<file path="src/rtl/arb_pkg.sv">
package arb_pkg;
    localparam int DOTS       = 8;
    localparam int DOT_W      = $clog2(DOTS);
    localparam int HALF_DOT   = DOTS / 2;
    localparam int CYC_W      = 7;
    localparam int LEN_SHORT  = 63;
    localparam int LEN_LONG   = 65;
    localparam int LEAD       = 3;
    localparam int FETCH_FROM = 20;
    localparam int FETCH_LEN  = 40;
    localparam int ROW_PERIOD = 8;
    localparam int SPR_N      = 8;
    localparam int SPR_CYC    = 2;

    typedef struct packed {
        logic [DOT_W-1:0] dot;
        logic             phi;
        logic             cyc_end;
    } phase_t;

    typedef enum logic [1:0] {
        OWN_VIDEO  = 2'd0,
        OWN_CPU    = 2'd1,
        OWN_STOLEN = 2'd2
    } owner_e;

    function automatic logic [CYC_W-1:0] line_len(input logic long_mode);
        return long_mode ? CYC_W'(LEN_LONG) : CYC_W'(LEN_SHORT);
    endfunction

    function automatic logic cyc_stolen(input int cyc, input logic fetch_line,
                                        input logic [SPR_N-1:0] spr);
        logic hit;
        hit = 1'b0;
        if (cyc >= 0 && cyc < SPR_N * SPR_CYC)
            hit = spr[cyc / SPR_CYC];
        if (fetch_line && cyc >= FETCH_FROM && cyc < FETCH_FROM + FETCH_LEN)
            hit = 1'b1;
        return hit;
    endfunction
endpackage

</file>
<file path="src/rtl/arb_dot_div.sv">
module arb_dot_div
    import arb_pkg::*;
(
    input  logic   clk,
    input  logic   rst,
    output phase_t ph
);
    logic [DOT_W-1:0] dot_q;

    always_ff @(posedge clk) begin
        if (rst) dot_q <= '0;
        else     dot_q <= dot_q + 1'b1;
    end

    assign ph.dot     = dot_q;
    assign ph.phi     = dot_q[DOT_W-1];
    assign ph.cyc_end = (dot_q == DOT_W'(DOTS - 1));
endmodule

</file>
<file path="src/rtl/arb_raster.sv">
module arb_raster
    import arb_pkg::*;
#(
    parameter int NUM_LINES = 312,
    parameter int FIRST_VIS = 48,
    parameter int LINE_W    = $clog2(NUM_LINES)
) (
    input  logic              clk,
    input  logic              rst,
    input  logic              adv,
    input  logic              long_mode,
    output logic [CYC_W-1:0]  cyc,
    output logic [LINE_W-1:0] line,
    output logic [CYC_W-1:0]  len,
    output logic              fetch_now,
    output logic              fetch_next
);
    logic [CYC_W-1:0]  cyc_q;
    logic [LINE_W-1:0] line_q;
    logic [LINE_W-1:0] line_nx;
    logic              at_last;

    function automatic logic is_fetch(input logic [LINE_W-1:0] l);
        int li;
        li = int'(l);
        return (li >= FIRST_VIS) && (((li - FIRST_VIS) % ROW_PERIOD) == 0);
    endfunction

    assign len     = line_len(long_mode);
    assign at_last = (cyc_q >= len - 1'b1);
    assign line_nx = (line_q == LINE_W'(NUM_LINES - 1)) ? '0 : line_q + 1'b1;

    always_ff @(posedge clk) begin
        if (rst) begin
            cyc_q  <= '0;
            line_q <= '0;
        end else if (adv) begin
            if (at_last) begin
                cyc_q  <= '0;
                line_q <= line_nx;
            end else begin
                cyc_q  <= cyc_q + 1'b1;
            end
        end
    end

    assign cyc        = cyc_q;
    assign line       = line_q;
    assign fetch_now  = is_fetch(line_q);
    assign fetch_next = is_fetch(line_nx);
endmodule

</file>
<file path="src/rtl/arb_steal_plan.sv">
module arb_steal_plan
    import arb_pkg::*;
(
    input  logic [CYC_W-1:0] cyc,
    input  logic [CYC_W-1:0] len,
    input  logic             fetch_now,
    input  logic             fetch_next,
    input  logic [SPR_N-1:0] spr,
    output logic             stolen,
    output logic             bus_free
);
    logic [LEAD:0] look;

    for (genvar k = 0; k <= LEAD; k++) begin : g_look
        logic hit;
        always_comb begin
            int   c;
            logic f;
            c = int'(cyc) + k;
            f = fetch_now;
            if (c >= int'(len)) begin
                c = c - int'(len);
                f = fetch_next;
            end
            hit = cyc_stolen(c, f, spr);
        end
        assign look[k] = hit;
    end

    assign stolen   = look[0];
    assign bus_free = ~|look;
endmodule

</file>
<file path="src/rtl/vid_bus_arbiter.sv">
module vid_bus_arbiter
    import arb_pkg::*;
#(
    parameter int NUM_LINES = 312,
    parameter int FIRST_VIS = 48,
    localparam int LINE_W   = $clog2(NUM_LINES)
) (
    input  logic              clk,
    input  logic              rst,
    input  logic              ntsc_mode,
    input  logic [SPR_N-1:0]  sprite_en,
    output logic              phi0,
    output logic              ba,
    output logic              aec,
    output logic              vid_slot,
    output logic              cpu_slot,
    output logic [CYC_W-1:0]  cycle_idx,
    output logic [LINE_W-1:0] line_idx
);
    phase_t           ph;
    logic [CYC_W-1:0] len;
    logic             fetch_now;
    logic             fetch_next;
    logic             stolen;
    logic             bus_free;
    owner_e           own;

    arb_dot_div u_div (
        .clk (clk),
        .rst (rst),
        .ph  (ph)
    );

    arb_raster #(
        .NUM_LINES (NUM_LINES),
        .FIRST_VIS (FIRST_VIS),
        .LINE_W    (LINE_W)
    ) u_ras (
        .clk        (clk),
        .rst        (rst),
        .adv        (ph.cyc_end),
        .long_mode  (ntsc_mode),
        .cyc        (cycle_idx),
        .line       (line_idx),
        .len        (len),
        .fetch_now  (fetch_now),
        .fetch_next (fetch_next)
    );

    arb_steal_plan u_plan (
        .cyc        (cycle_idx),
        .len        (len),
        .fetch_now  (fetch_now),
        .fetch_next (fetch_next),
        .spr        (sprite_en),
        .stolen     (stolen),
        .bus_free   (bus_free)
    );

    always_comb begin
        if (stolen)      own = OWN_STOLEN;
        else if (ph.phi) own = OWN_CPU;
        else             own = OWN_VIDEO;
    end

    assign phi0     = ph.phi;
    assign ba       = bus_free;
    assign aec      = (own == OWN_CPU);
    assign vid_slot = (ph.dot == '0) ||
                      (own == OWN_STOLEN && ph.dot == DOT_W'(HALF_DOT));
    assign cpu_slot = (own == OWN_CPU) && (ph.dot == DOT_W'(HALF_DOT));
endmodule

</file>
<file path="config.mk">
export PLATFORM = sky130hd
export DESIGN_NAME = vid_bus_arbiter
export DESIGN_NICKNAME = d
export VERILOG_FILES = /design/src/rtl/arb_pkg.sv /design/src/rtl/arb_dot_div.sv /design/src/rtl/arb_raster.sv /design/src/rtl/arb_steal_plan.sv /design/src/rtl/vid_bus_arbiter.sv
export SDC_FILE = /design/constraint.sdc
export NUM_CORES = 1
export LEC_CHECK = 0
export BUFFER_PORTS_ARGS = -buffer_cell sky130_fd_sc_hd__buf_2
export CAP_MARGIN = 20
export CORE_MARGIN = 5
export CORE_UTILIZATION = 55
export CTS_CLUSTER_SIZE = 24
export DETAILED_ROUTE_END_ITERATION = 6
export PLACE_DENSITY = 0.74
export SLEW_MARGIN = 10
export SYNTH_ARGS = -nofsm -noshare
export SYNTH_HDL_FRONTEND = slang
export SYNTH_SLANG_ARGS = --single-unit
</file>
<file path="constraint.sdc">
create_clock -name clk -period 5.7 [get_ports clk]
set_input_delay 0.57 -clock clk [delete_from_list [all_inputs] [get_ports clk]]
set_output_delay 0.57 -clock clk [all_outputs]
set_load 0.01 [all_outputs]
</file>
==> load_flow_metrics.sql <==
INSERT INTO impl_metrics (metric_group, metric, value, unit) VALUES
('final_layout', 'drive_gt1_share', '14.6', '%'),
('setup_path', 'crit_buf_inv', '3', ''),
('sta', 'hold_viol_final', '0', ''),
('route', 'wirelength', '10600', 'um'),
('pwr', 'switchingPower', '108', 'uW'),
('clock_network', 'root_buffer', 'sky130_fd_sc_hd__clkbuf_8', ''),
('global_route', 'grt_use_total', '24.3', '%'),
('sta', 'setup_tns_after_final_layout', '0', 'ps'),
('pwr', 'power.ir.vdd_worst', '133', 'uV'),
('sta', 'final_max_slew_viol_count', '0', ''),
('yosys', 'synth_cell_type_count', '73', ''),
('final_layout', 'finish.net_count', '598', ''),
('clock_network', 'clock-sinks', '19', ''),
('yosys', 'synth_seq_area_share', '9.85', '%'),
('route', 'detail_route.vias_per_cell', '6.25', ''),
('setup_path', 'max_stage_delay', '510', 'ps'),
('job', 'timing.max_cap.violations', '0', ''),
('yosys', 'synth_edf_count', '0', ''),
('setup_path', 'crit_type', 'reg2out', ''),
('final_layout', 'fill_cells', '608', ''),
('yosys', 'synth_fp_nets', '568', ''),
('final_layout', 'antenna_cells', '0', ''),
('yosys', 'yosys_warnings', '0', ''),
('pwr', 'power_per_cell_area', '79.7', 'nW/um2'),
('placement', 'post-place-ws', '440', 'ps'),
('clock_network', 'post-cts-setup-buffer-count', '0', ''),
('die', 'total_core_area', '6790', 'um2'),
('setup_path', 'critical_path_most_common_cell', 'sky130_fd_sc_hd__ha_1', ''),
('global_route', 'grt-ovfl-total', '0', ''),
('sta', 'rsz_0062_raised_after_global_routing', 'no', ''),
('clock_network', 'cts_htree_levels', '1', ''),
('route', 'drt_pass1_iterations', '5', ''),
('global_route', 'largest_net_degree_at_the_start_of_global_routing', '24', ''),
('setup_path', 'worst-r2r-cell-count', '9', ''),
('clock_network', 'register_clock_pin_slew_on_the_reported_worst_setup_and_hold_paths', '70', 'ps'),
('clock_network', 'cts.path.max_buffers', '2', ''),
('sta', 'hold_slack', '445', 'ps'),
('pwr', 'total_power', '336', 'uW'),
('global_route', 'first_pass_grt_wire_length', '17600', 'um'),
('route', 'drt_first_iter_violations', '290', ''),
('die', 'die-area', '8790', 'um2'),
('sta', 'final.period_utilization', '95.8', '%'),
('sta', 'report.final.setup_viol', '0', ''),
('min_path', 'hold-path-cell-count', '1', ''),
('route', 'via_count', '3936', ''),
('final_layout', 'multiInputGateArea', '3320', 'um2'),
('setup_path', 'critical_path_depth', '17', ''),
('setup_path', 'critical_path.endpoint_type', 'output port', ''),
('final_layout', 'finish.cell_count_without_fillers', '630', ''),
('pwr', 'internal-power', '228', 'uW'),
('pwr', 'power.clock.fraction', '28.7', '%'),
('die', 'die_height', '93.8', 'um'),
('yosys', 'synth_area', '3860', 'um2'),
('clock_network', 'clock_latency', '260', 'ps'),
('placement', 'place_inst', '625', ''),
('pwr', 'pwr-share-seq', '40.4', '%'),
('final_layout', 'sequential_cell_area', '382', 'um2'),
('sta', 'post-route-worst-setup-slack', '239', 'ps'),
('yosys', 'synthesized_area_divided_by_synthesized_cell_count', '7.64', 'um2'),
('yosys', 'synthesis.instances', '505', ''),
('global_route', 'antenna_found_initial', '0', ''),
('setup_path', 'crit_path_cell_trace', 'inv_1, ha_1, nand3b_1, nor2_1, xor2_1, ha_1, a21o_1, o21bai_1, a211oi_4, buf_4, mux2_2, ha_1, mux4_2, mux2_1, a311oi_1, o2111a_1, buf_2', ''),
('sta', 'fmax', '0.183', 'GHz'),
('route', 'antenna_violating_nets_post_route', '0', ''),
('pwr', 'p_comb_share', '30.9', '%'),
('sta', 'finalCriticalPeriod', '5460', 'ps'),
('setup_path', 'cp.arrival', '4890', 'ps'),
('run_status', 'status', 'completed', ''),
('pwr', 'power.leakage', '1.86', 'nW'),
('sta', 'worst_slew_pin_slew', '798', 'ps'),
('clock_network', 'numCtsBuffers', '3', '');
[stage by stage]
step	cell area [um2]	utilization [%]
after global placement	4130	60.8
after CTS	4170	61.4
after floorplan	3860	-
after global routing	4220	62.1
after detailed placement	4130	60.8
final	4220	62.1
[power groups by stage]
stage	registers (mW)	logic (mW)	clock network, mW
global placement	0.139	0.0987	0
floorplan	0.139	0.0710	0
finish	0.136	0.104	0.0966
CTS	0.136	0.102	0.0988
detailed placement	0.139	0.101	0
global route	0.136	0.113	0.106
[path summary, 6_finish.rpt]
check	startpoint	endpoint	slack, ps
max	u_ras.cyc[1]	ba	240
min	u_div.dot_q[0]	u_div.dot_q[0]	440
max reg2reg	u_ras.cyc[1]	u_ras.cyc[1]	3190
min reg2reg	u_div.dot_q[0]	u_div.dot_q[0]	440
[metal layers]
| metal | vias up | wire [um] | part of all wire [%] | GRT usage (%) |
|---|---|---|---|---|
| li1 | 1924 | - | - | - |
| met1 | 1824 | 4680 | 44 | 32.7 |
| met2 | 163 | 4960 | 47 | 40.8 |
| met3 | 25 | 642 | 6.1 | 1.68 |
| met4 | 0 | 304 | 2.9 | 8.42 |
| met5 | - | 0 | 0 | 0 |
[worst register-to-register path, delay by kind of cell, from the launching register on]
| family | cells | cell delay [ps] |
|---|---|---|
| AO/OA/AOI/OAI | 2 | 510 |
| adder cells (fa/ha/maj) | 2 | 580 |
| buffers and inverters | 1 | 180 |
| flip-flops | 1 | 440 |
| AND/OR/NAND/NOR | 4 | 740 |
[placed cells by master (no fill, tap or decap), types with 7 or more instances in the layout]
master,instances
sky130_fd_sc_hd__nand2b_1,12
sky130_fd_sc_hd__buf_2,32
sky130_fd_sc_hd__dfxtp_1,18
sky130_fd_sc_hd__nor2b_1,10
sky130_fd_sc_hd__inv_1,29
sky130_fd_sc_hd__a21oi_1,30
sky130_fd_sc_hd__nor2_1,59
sky130_fd_sc_hd__nand2_1,35
sky130_fd_sc_hd__buf_4,11
sky130_fd_sc_hd__nand3_1,16
sky130_fd_sc_hd__xnor2_1,21
sky130_fd_sc_hd__mux4_2,8
sky130_fd_sc_hd__ha_1,49
sky130_fd_sc_hd__o21ai_0,18
sky130_fd_sc_hd__xor2_1,17
sky130_fd_sc_hd__nor3_1,10
sky130_fd_sc_hd__nand4_1,9
sky130_fd_sc_hd__or3_1,7
sky130_fd_sc_hd__mux2i_1,12
sky130_fd_sc_hd__a211oi_1,11
[sequential cells by signal, summed over array words and instances, names as in the netlist]
name         count
u_ras.cyc        7
u_div.dot_q      3
u_ras.line       9
[cells by family after synthesis]
| kind of cell | synth area share [%] |
|---|---|
| AND/OR/NAND/NOR | 25.0 |
| AO/OA/AOI/OAI | 23.6 |
| adder cells (fa/ha/maj) | 17.2 |
| buffers and inverters | 5.12 |
| XOR/XNOR | 9.30 |
| multiplexers | 9.92 |
| flip-flops | 9.85 |
[area by class of cell]
cell class                      count  area share (%)
Timing Repair Buffer               43            5.75
Sequential cell                    19            9.05
Multi-Input combinational cell    439            78.7
Clock buffer                        4            1.07
Inverter                           29            2.58
Tap cell                           96            2.85
[synthesized netlist by cell type, drive strengths merged, types with 3 or more instances]
cell type / number / area share (%)
a31oi: 5 / 0.81
nor3b: 3 / 0.58
inv: 29 / 2.8
o21a: 6 / 1.2
o21bai: 5 / 0.97
nand2: 35 / 3.4
nor2b: 10 / 1.6
xnor2: 23 / 5.2
dfxtp: 19 / 9.9
o31ai: 5 / 1.1
o21ai: 18 / 2.3
clkbuf: 8 / 0.78
and3: 6 / 0.97
buf: 10 / 1.5
mux4: 8 / 4.7
nor4: 4 / 0.65
ha: 50 / 16
a32oi: 3 / 0.68
nor3: 10 / 1.3
nand4: 9 / 1.5
nand3: 16 / 2.1
or2: 4 / 0.65
a211oi: 12 / 2.7
a21boi: 3 / 0.58
mux2: 7 / 2.1
a21o: 6 / 1.2
a311oi: 5 / 1.1
or3: 8 / 1.3
nand2b: 12 / 1.9
o211ai: 5 / 0.97
and2: 6 / 1.0
a21oi: 31 / 4.1
mux2i: 12 / 3.1
nor2: 59 / 5.7
xor2: 18 / 4.1
No activity file was read; power rests on OpenSTA's default activity.
